File: src/rtl/pr_ctl_pkg.sv
package pr_ctl_pkg;

  typedef enum logic [2:0] {
    ENG_IDLE  = 3'd0,
    ENG_RESET = 3'd1,
    ENG_BUSY  = 3'd2,
    ENG_DRAIN = 3'd3
  } eng_state_e;

  localparam int ERR_W      = 5;
  localparam int ERR_PROTO  = 3;

  localparam logic [7:0] OFF_HDR  = 8'h00;
  localparam logic [7:0] OFF_CTRL = 8'h08;
  localparam logic [7:0] OFF_STAT = 8'h10;
  localparam logic [7:0] OFF_DATA = 8'h18;
  localparam logic [7:0] OFF_ERR  = 8'h20;
  localparam logic [7:0] OFF_IDL  = 8'hA8;
  localparam logic [7:0] OFF_IDH  = 8'hB0;

  // control field positions
  localparam int CTL_RST     = 0;
  localparam int CTL_ACK     = 4;
  localparam int CTL_RGN_LSB = 7;
  localparam int CTL_START   = 12;
  localparam int CTL_COMP    = 13;

  // status field positions
  localparam int STS_BUSY     = 16;
  localparam int STS_ENG_LSB  = 20;
  localparam int STS_ENG_W    = 3;
  localparam int STS_HOST_LSB = 24;
  localparam int STS_HOST_W   = 4;

endpackage

File: src/rtl/pr_ctl_seq.sv
module pr_ctl_seq
  import pr_ctl_pkg::*;
#(
  parameter int RGN_W = 3
) (
  input  logic             clk_i,
  input  logic             rst_ni,
  input  logic             ctrl_wr_i,
  input  logic             rst_bit_i,
  input  logic             start_bit_i,
  input  logic             comp_bit_i,
  input  logic [RGN_W-1:0] region_i,
  input  logic             done_i,
  output eng_state_e       state_o,
  output logic             rst_req_o,
  output logic             ack_o,
  output logic             start_o,
  output logic             comp_o,
  output logic [RGN_W-1:0] region_o
);

  eng_state_e       state_q;
  logic             rst_req_q, ack_q, start_q, comp_q;
  logic [RGN_W-1:0] region_q;
  logic             active;

  assign active = (state_q == ENG_BUSY) || (state_q == ENG_DRAIN);

  // later assignments take priority: reset > done > start/complete
  always_ff @(posedge clk_i or negedge rst_ni) begin
    if (!rst_ni) begin
      state_q   <= ENG_IDLE;
      rst_req_q <= 1'b0;
      ack_q     <= 1'b0;
      start_q   <= 1'b0;
      comp_q    <= 1'b0;
      region_q  <= '0;
    end else begin
      if (state_q == ENG_RESET && rst_req_q) ack_q <= 1'b1;

      if (ctrl_wr_i && !rst_bit_i && !rst_req_q) begin
        if (start_bit_i && state_q == ENG_IDLE) begin
          start_q <= 1'b1;
          state_q <= ENG_BUSY;
        end
        if (comp_bit_i && state_q == ENG_BUSY) begin
          comp_q  <= 1'b1;
          state_q <= ENG_DRAIN;
        end
      end

      if (done_i && active) begin
        state_q <= ENG_IDLE;
        start_q <= 1'b0;
        comp_q  <= 1'b0;
      end

      if (ctrl_wr_i) begin
        region_q <= region_i;
        if (rst_bit_i) begin
          rst_req_q <= 1'b1;
          state_q   <= ENG_RESET;
          start_q   <= 1'b0;
          comp_q    <= 1'b0;
        end else if (rst_req_q) begin
          rst_req_q <= 1'b0;
          ack_q     <= 1'b0;
          state_q   <= ENG_IDLE;
        end
      end
    end
  end

  assign state_o   = state_q;
  assign rst_req_o = rst_req_q;
  assign ack_o     = ack_q;
  assign start_o   = start_q;
  assign comp_o    = comp_q;
  assign region_o  = region_q;

endmodule

File: src/rtl/pr_ctl_push.sv
module pr_ctl_push
  import pr_ctl_pkg::*;
#(
  parameter int PUSH_W = 32
) (
  input  logic              clk_i,
  input  logic              rst_ni,
  input  logic              data_wr_i,
  input  logic [PUSH_W-1:0] word_i,
  input  eng_state_e        state_i,
  output logic              valid_o,
  output logic [PUSH_W-1:0] data_o,
  output logic              proto_err_o
);

  logic              accept;
  logic              valid_q;
  logic [PUSH_W-1:0] data_q;

  assign accept      = data_wr_i && (state_i == ENG_BUSY);
  assign proto_err_o = data_wr_i && !accept;

  always_ff @(posedge clk_i or negedge rst_ni) begin
    if (!rst_ni) begin
      valid_q <= 1'b0;
      data_q  <= '0;
    end else begin
      valid_q <= accept;
      if (accept) data_q <= word_i;
    end
  end

  assign valid_o = valid_q;
  assign data_o  = data_q;

endmodule

File: src/rtl/pr_ctl_err.sv
module pr_ctl_err
  import pr_ctl_pkg::*;
#(
  parameter int EW = ERR_W
) (
  input  logic          clk_i,
  input  logic          rst_ni,
  input  logic          clr_wr_i,
  input  logic [EW-1:0] clr_mask_i,
  input  logic [EW-1:0] ext_err_i,
  input  logic          proto_i,
  output logic [EW-1:0] err_o
);

  logic [EW-1:0] err_q;
  logic [EW-1:0] set_v;

  for (genvar i = 0; i < EW; i++) begin : g_flag
    if (i == ERR_PROTO) begin : g_proto
      assign set_v[i] = ext_err_i[i] | proto_i;
    end else begin : g_ext
      assign set_v[i] = ext_err_i[i];
    end

    // set wins over a simultaneous clear
    always_ff @(posedge clk_i or negedge rst_ni) begin
      if (!rst_ni) err_q[i] <= 1'b0;
      else         err_q[i] <= (err_q[i] & ~(clr_wr_i & clr_mask_i[i])) | set_v[i];
    end
  end

  assign err_o = err_q;

endmodule

File: src/rtl/pr_ctl_regs.sv
module pr_ctl_regs
  import pr_ctl_pkg::*;
#(
  parameter int          DW      = 64,
  parameter int          AW      = 8,
  parameter int          RGN_W   = 3,
  parameter int          PUSH_W  = 32,
  parameter logic [63:0] HDR_VAL = 64'h3000_0000_1000_0005,
  parameter logic [63:0] ID_LO   = 64'h0123_4567_89AB_CDEF,
  parameter logic [63:0] ID_HI   = 64'hFEDC_BA98_7654_3210
) (
  input  logic              clk_i,
  input  logic              rst_ni,
  input  logic              reg_wr_i,
  input  logic [AW-1:0]     reg_addr_i,
  input  logic [DW-1:0]     reg_wdata_i,
  output logic [DW-1:0]     reg_rdata_o,
  output logic              push_valid_o,
  output logic [PUSH_W-1:0] push_data_o,
  output logic [RGN_W-1:0]  region_o,
  input  logic              cons_done_i,
  input  logic [ERR_W-1:0]  cons_err_i
);

  localparam logic [AW-1:0] A_HDR  = AW'(OFF_HDR);
  localparam logic [AW-1:0] A_CTRL = AW'(OFF_CTRL);
  localparam logic [AW-1:0] A_STAT = AW'(OFF_STAT);
  localparam logic [AW-1:0] A_DATA = AW'(OFF_DATA);
  localparam logic [AW-1:0] A_ERR  = AW'(OFF_ERR);
  localparam logic [AW-1:0] A_IDL  = AW'(OFF_IDL);
  localparam logic [AW-1:0] A_IDH  = AW'(OFF_IDH);

  logic             ctrl_wr, data_wr, err_wr;
  eng_state_e       eng_state;
  logic             rst_req_q, ack_q, start_q, comp_q;
  logic             proto_err;
  logic [ERR_W-1:0] err_q;
  logic [DW-1:0]    ctrl_rd, stat_rd;
  logic             unused_wdata;

  assign ctrl_wr = reg_wr_i && (reg_addr_i == A_CTRL);
  assign data_wr = reg_wr_i && (reg_addr_i == A_DATA);
  assign err_wr  = reg_wr_i && (reg_addr_i == A_ERR);
  assign unused_wdata = ^reg_wdata_i;

  pr_ctl_seq #(.RGN_W(RGN_W)) u_seq (
    .clk_i       (clk_i),
    .rst_ni      (rst_ni),
    .ctrl_wr_i   (ctrl_wr),
    .rst_bit_i   (reg_wdata_i[CTL_RST]),
    .start_bit_i (reg_wdata_i[CTL_START]),
    .comp_bit_i  (reg_wdata_i[CTL_COMP]),
    .region_i    (reg_wdata_i[CTL_RGN_LSB +: RGN_W]),
    .done_i      (cons_done_i),
    .state_o     (eng_state),
    .rst_req_o   (rst_req_q),
    .ack_o       (ack_q),
    .start_o     (start_q),
    .comp_o      (comp_q),
    .region_o    (region_o)
  );

  pr_ctl_push #(.PUSH_W(PUSH_W)) u_push (
    .clk_i       (clk_i),
    .rst_ni      (rst_ni),
    .data_wr_i   (data_wr),
    .word_i      (reg_wdata_i[PUSH_W-1:0]),
    .state_i     (eng_state),
    .valid_o     (push_valid_o),
    .data_o      (push_data_o),
    .proto_err_o (proto_err)
  );

  pr_ctl_err #(.EW(ERR_W)) u_err (
    .clk_i      (clk_i),
    .rst_ni     (rst_ni),
    .clr_wr_i   (err_wr),
    .clr_mask_i (reg_wdata_i[ERR_W-1:0]),
    .ext_err_i  (cons_err_i),
    .proto_i    (proto_err),
    .err_o      (err_q)
  );

  always_comb begin
    ctrl_rd = '0;
    ctrl_rd[CTL_RST]                  = rst_req_q;
    ctrl_rd[CTL_ACK]                  = ack_q;
    ctrl_rd[CTL_RGN_LSB +: RGN_W]     = region_o;
    ctrl_rd[CTL_START]                = start_q;
    ctrl_rd[CTL_COMP]                 = comp_q;
  end

  always_comb begin
    stat_rd = '0;
    stat_rd[STS_BUSY]                    = (eng_state != ENG_IDLE);
    stat_rd[STS_ENG_LSB +: STS_ENG_W]    = eng_state;
    stat_rd[STS_HOST_LSB +: STS_HOST_W]  = {ack_q, rst_req_q, comp_q, start_q};
  end

  always_comb begin
    case (reg_addr_i)
      A_HDR:   reg_rdata_o = DW'(HDR_VAL);
      A_CTRL:  reg_rdata_o = ctrl_rd;
      A_STAT:  reg_rdata_o = stat_rd;
      A_ERR:   reg_rdata_o = DW'(err_q);
      A_IDL:   reg_rdata_o = DW'(ID_LO);
      A_IDH:   reg_rdata_o = DW'(ID_HI);
      default: reg_rdata_o = '0;
    endcase
  end

endmodule

File: config.mk
export PLATFORM = sky130hd
export DESIGN_NAME = pr_ctl_regs
export DESIGN_NICKNAME = d
export VERILOG_FILES = /design/src/rtl/pr_ctl_pkg.sv /design/src/rtl/pr_ctl_seq.sv /design/src/rtl/pr_ctl_push.sv /design/src/rtl/pr_ctl_err.sv /design/src/rtl/pr_ctl_regs.sv
export SDC_FILE = /design/constraint.sdc
export NUM_CORES = 1
export LEC_CHECK = 0
export ABC_AREA = 0
export BUFFER_PORTS_ARGS = -buffer_cell sky130_fd_sc_hd__buf_2
export CORE_AREA = 5 5 77 107
export CTS_CLUSTER_DIAMETER = 50
export DETAILED_ROUTE_END_ITERATION = 8
export DIE_AREA = 0 0 82 112
export PLACE_DENSITY = 0.72
export REMOVE_ABC_BUFFERS = 1
export SETUP_SLACK_MARGIN = 0.3
export SLEW_MARGIN = 20
export SYNTH_ARGS = -nofsm -noshare
export SYNTH_HDL_FRONTEND = slang
export SYNTH_SLANG_ARGS = --single-unit
File: constraint.sdc
create_clock -name clk_i -period 2.6 [get_ports clk_i]
set_clock_uncertainty 0.2 [all_clocks]
set_input_delay 0.52 -clock clk_i [delete_from_list [all_inputs] [get_ports clk_i]]
set_output_delay 0.52 -clock clk_i [all_outputs]
set_load 0.02 [all_outputs]
==> metrics.txt <==
outcome=finished, final reports clean; Netlist cell types=32; Peak VDD IR=0.2207 mV; share of the cycle needed by the critical path after routing=92.31%; worst setup path class=primary input to output port; area of the die=9184 µm²; number of vias per cell=4.705; cell area after layout=3736 µm²; data arrival time at the worst-slack endpoint=1680 ps; overall die height=112 µm; EDFF count, synth=0; share of the yosys chip area belonging to registers=46.53%; TritonCTS clock tree=built; most repeated library cell on the critical path=buf_4; mean cell area of the mapped netlist=11.84 µm²; number of buffers and inverters on the critical path=4; count of input and output buffers=148; number of clock buffers inserted by TritonCTS=5; Max-slew headroom=67.28%; Final setup viols=0; final standard cell utilization of the core=51.73%; Cell Pwr Density=347.7 nW/µm²; minimum setup slack after placement=-53.78 ps; DPL Wire Length=4975 µm; Post-Synthesis Cells=218; most common cell in the synthesized netlist=dfrtp_1; Starting DRT DRC Count=55; Core Box Area=7222 µm²; critical-path cell list=buf_2, buf_4, nor4_2, buf_4, nand2_1, nand2b_4, a221o_1, buf_6; final setup slack of the worst path=199.9 ps; clock latency of the later-clocked register in the worst-skew pair=300 ps; count of max-cap constraint violations=0; Area contributors post-synth=dfrtp_1, mux2_4, buf_4; RSZ-0062 raised after global routing=true; total detailed-routing wirelength=6992 µm; Async S/R FF share, synth=100.0%; Worst path max stage delay=310 ps; Filler cells=625; RD Place Congestion=0.7937; register bit count reported by yosys=48; grt ovf=0; total DRC errors in the routed layout=0; CP Launch Type=primary input; number of top-level pins=181; number of global-route vias before repair=2218; path category of the worst min-delay check=primary input to flip-flop; first-pass GRT wire length=10690 µm; number of antenna violations at the first check in global routing=0; total number of clock tree sinks=48; final-report max-slew violation count=0; Max Freq=0.4167 GHz; Area after DPL=3182 µm²; main flop type after synthesis=dfrtp_1; number of detailed-routing iterations run before antenna repair=4; aggregate global-route resource usage=14.91%; Synth top cells by count=dfrtp_1, buf_4, mux2_4; H-tree levels=2; total of warnings raised by yosys=0; Setup TNS=0 ps; Root Driver=clkbuf_8; pin count of the biggest net entering global routing=34; average routed wire per standard cell=15.96 µm; CTS Buffer Depth=2; starting density of the core=35.74%; netlist area before placement=2581 µm²; final hold violation count=0; Worst EP required=1880 ps; maximum fanout along the worst path=4; minimum clock period=2400 ps; layout cell share with drive strength beyond 1=63.64%; actual slew at the worst max-slew pin=490.8 ps; area growth from synthesis to layout=44.74%; CTS clock-pin slew for the worst setup and hold paths=90 ps; library cell occupying the most area in the post-synthesis netlist=dfrtp_1; top cell type's share of synthesized area=46.53%; crit-path leading delay family=buffers and inverters; Routed Antenna Nets=0; critical path's slowest cell=nor4_2; Diodes inserted=0; nets@finish=422; endpoint kind of the worst setup timing path=output port; Die Wd=82 µm; post-route worst hold slack=190.7 ps; via count=2061; number of placement rows=37; P_leak=2.243 nW
[cell type report]
cell class	instances	area, µm²	share of cell area, %
clock inverter	1	5.005	0.1340
timing repair buffer	169	1289	34.49
inverter	3	11.26	0.3014
sequential	48	1201	32.15
clock buffer	6	72.57	1.942
multi-input combinational	114	1036	27.73
tap	97	121.4	3.248
[power by group]
part / total [mW] / internal [mW] / switching, mW
Sequential: 0.760 / 0.752 / 0.00747
Combinational: 0.121 / 0.0573 / 0.0641
Clock: 0.418 / 0.183 / 0.235
[sequential cells by signal, summed over array words and instances, names as in the netlist]
signal,cells
u_seq.ack_o,1
u_err.err_o,5
u_seq.comp_o,1
u_seq.start_o,1
u_seq.region_o,3
u_push.data_o,32
u_push.valid_o,1
u_seq.state_o,3
u_seq.rst_req_o,1
[worst paths after layout]
path	startpoint	end	slack [ps]	depth (start not counted)
setup / recovery	reg_addr_i[5]	reg_rdata_o[0]	200	8
hold / removal	cons_err_i[2]	u_err.err_o[2]$_DFF_PN0_	190	2
setup reg to reg	u_seq.state_o[0]$_DFF_PN0_	u_push.data_o[15]$_DFFE_PN0P_	540	3
hold reg to reg	u_err.err_o[1]$_DFF_PN0_	u_err.err_o[1]$_DFF_PN0_	300	1
max in group asynchronous	rst_ni	u_push.data_o[28]$_DFFE_PN0P_	960	3
min in group asynchronous	rst_ni	u_push.data_o[27]$_DFFE_PN0P_	510	2
[layer usage]
layer	track usage, %	up-vias	wire (µm)
met5	0	-	0
met4	5.543	0	121
met3	3.236	10	542
met2	26.17	105	3742
met1	17.21	987	2586
li1	-	959	-
[per-stage QoR]
| step | power [mW] | cells |
|---|---|---|
| after global routing | 1.358 | 438 |
| after detailed placement | 0.8825 | 423 |
| after floorplan | 0.8019 | 165 |
| after global placement | 0.8793 | 423 |
| after CTS | 1.314 | 435 |
| final | 1.299 | 438 |
[repair_timing]
action,in CTS,in global routing
gates resized for setup,57,63
hold buffers,1,0
buffers inserted,2,2
setup endpoints to repair,95,96
cloned,2,1
hold endpoints to repair,22,0
pin swaps,4,4
[cells in the final DEF (no fill, tap or decap), drive strengths merged, types with 2 or more instances in the layout]
| cell type | Yosys | layout |
|---|---|---|
| a21o | 19 | 19 |
| a221o | 2 | 2 |
| a31oi | 2 | 2 |
| and2 | 2 | 2 |
| and3 | 3 | 3 |
| buf | 47 | 167 |
| clkbuf | 6 | 7 |
| dfrtp | 48 | 48 |
| inv | 3 | 3 |
| mux2 | 32 | 32 |
| nand2 | 15 | 15 |
| nand2b | 2 | 2 |
| nand3 | 7 | 7 |
| nand4 | 2 | 2 |
| nor2 | 9 | 9 |
| nor3 | 3 | 3 |
| nor4 | 2 | 2 |
| o211a | 2 | 2 |
| o21ai | 2 | 2 |
[cell families (layout without fill, tap and decap cells)]
| group | after synthesis | count (layout) | share of synthesized area, % |
|---|---|---|---|
| muxes | 32 | 32 | 18.18 |
| buffers and inverters | 56 | 179 | 15.32 |
| and+or+nand+nor | 51 | 51 | 10.76 |
| AOI/OAI and AO/OA | 31 | 31 | 9.210 |
| DFF | 48 | 48 | 46.53 |
No activity file was read; power rests on OpenSTA's default activity.
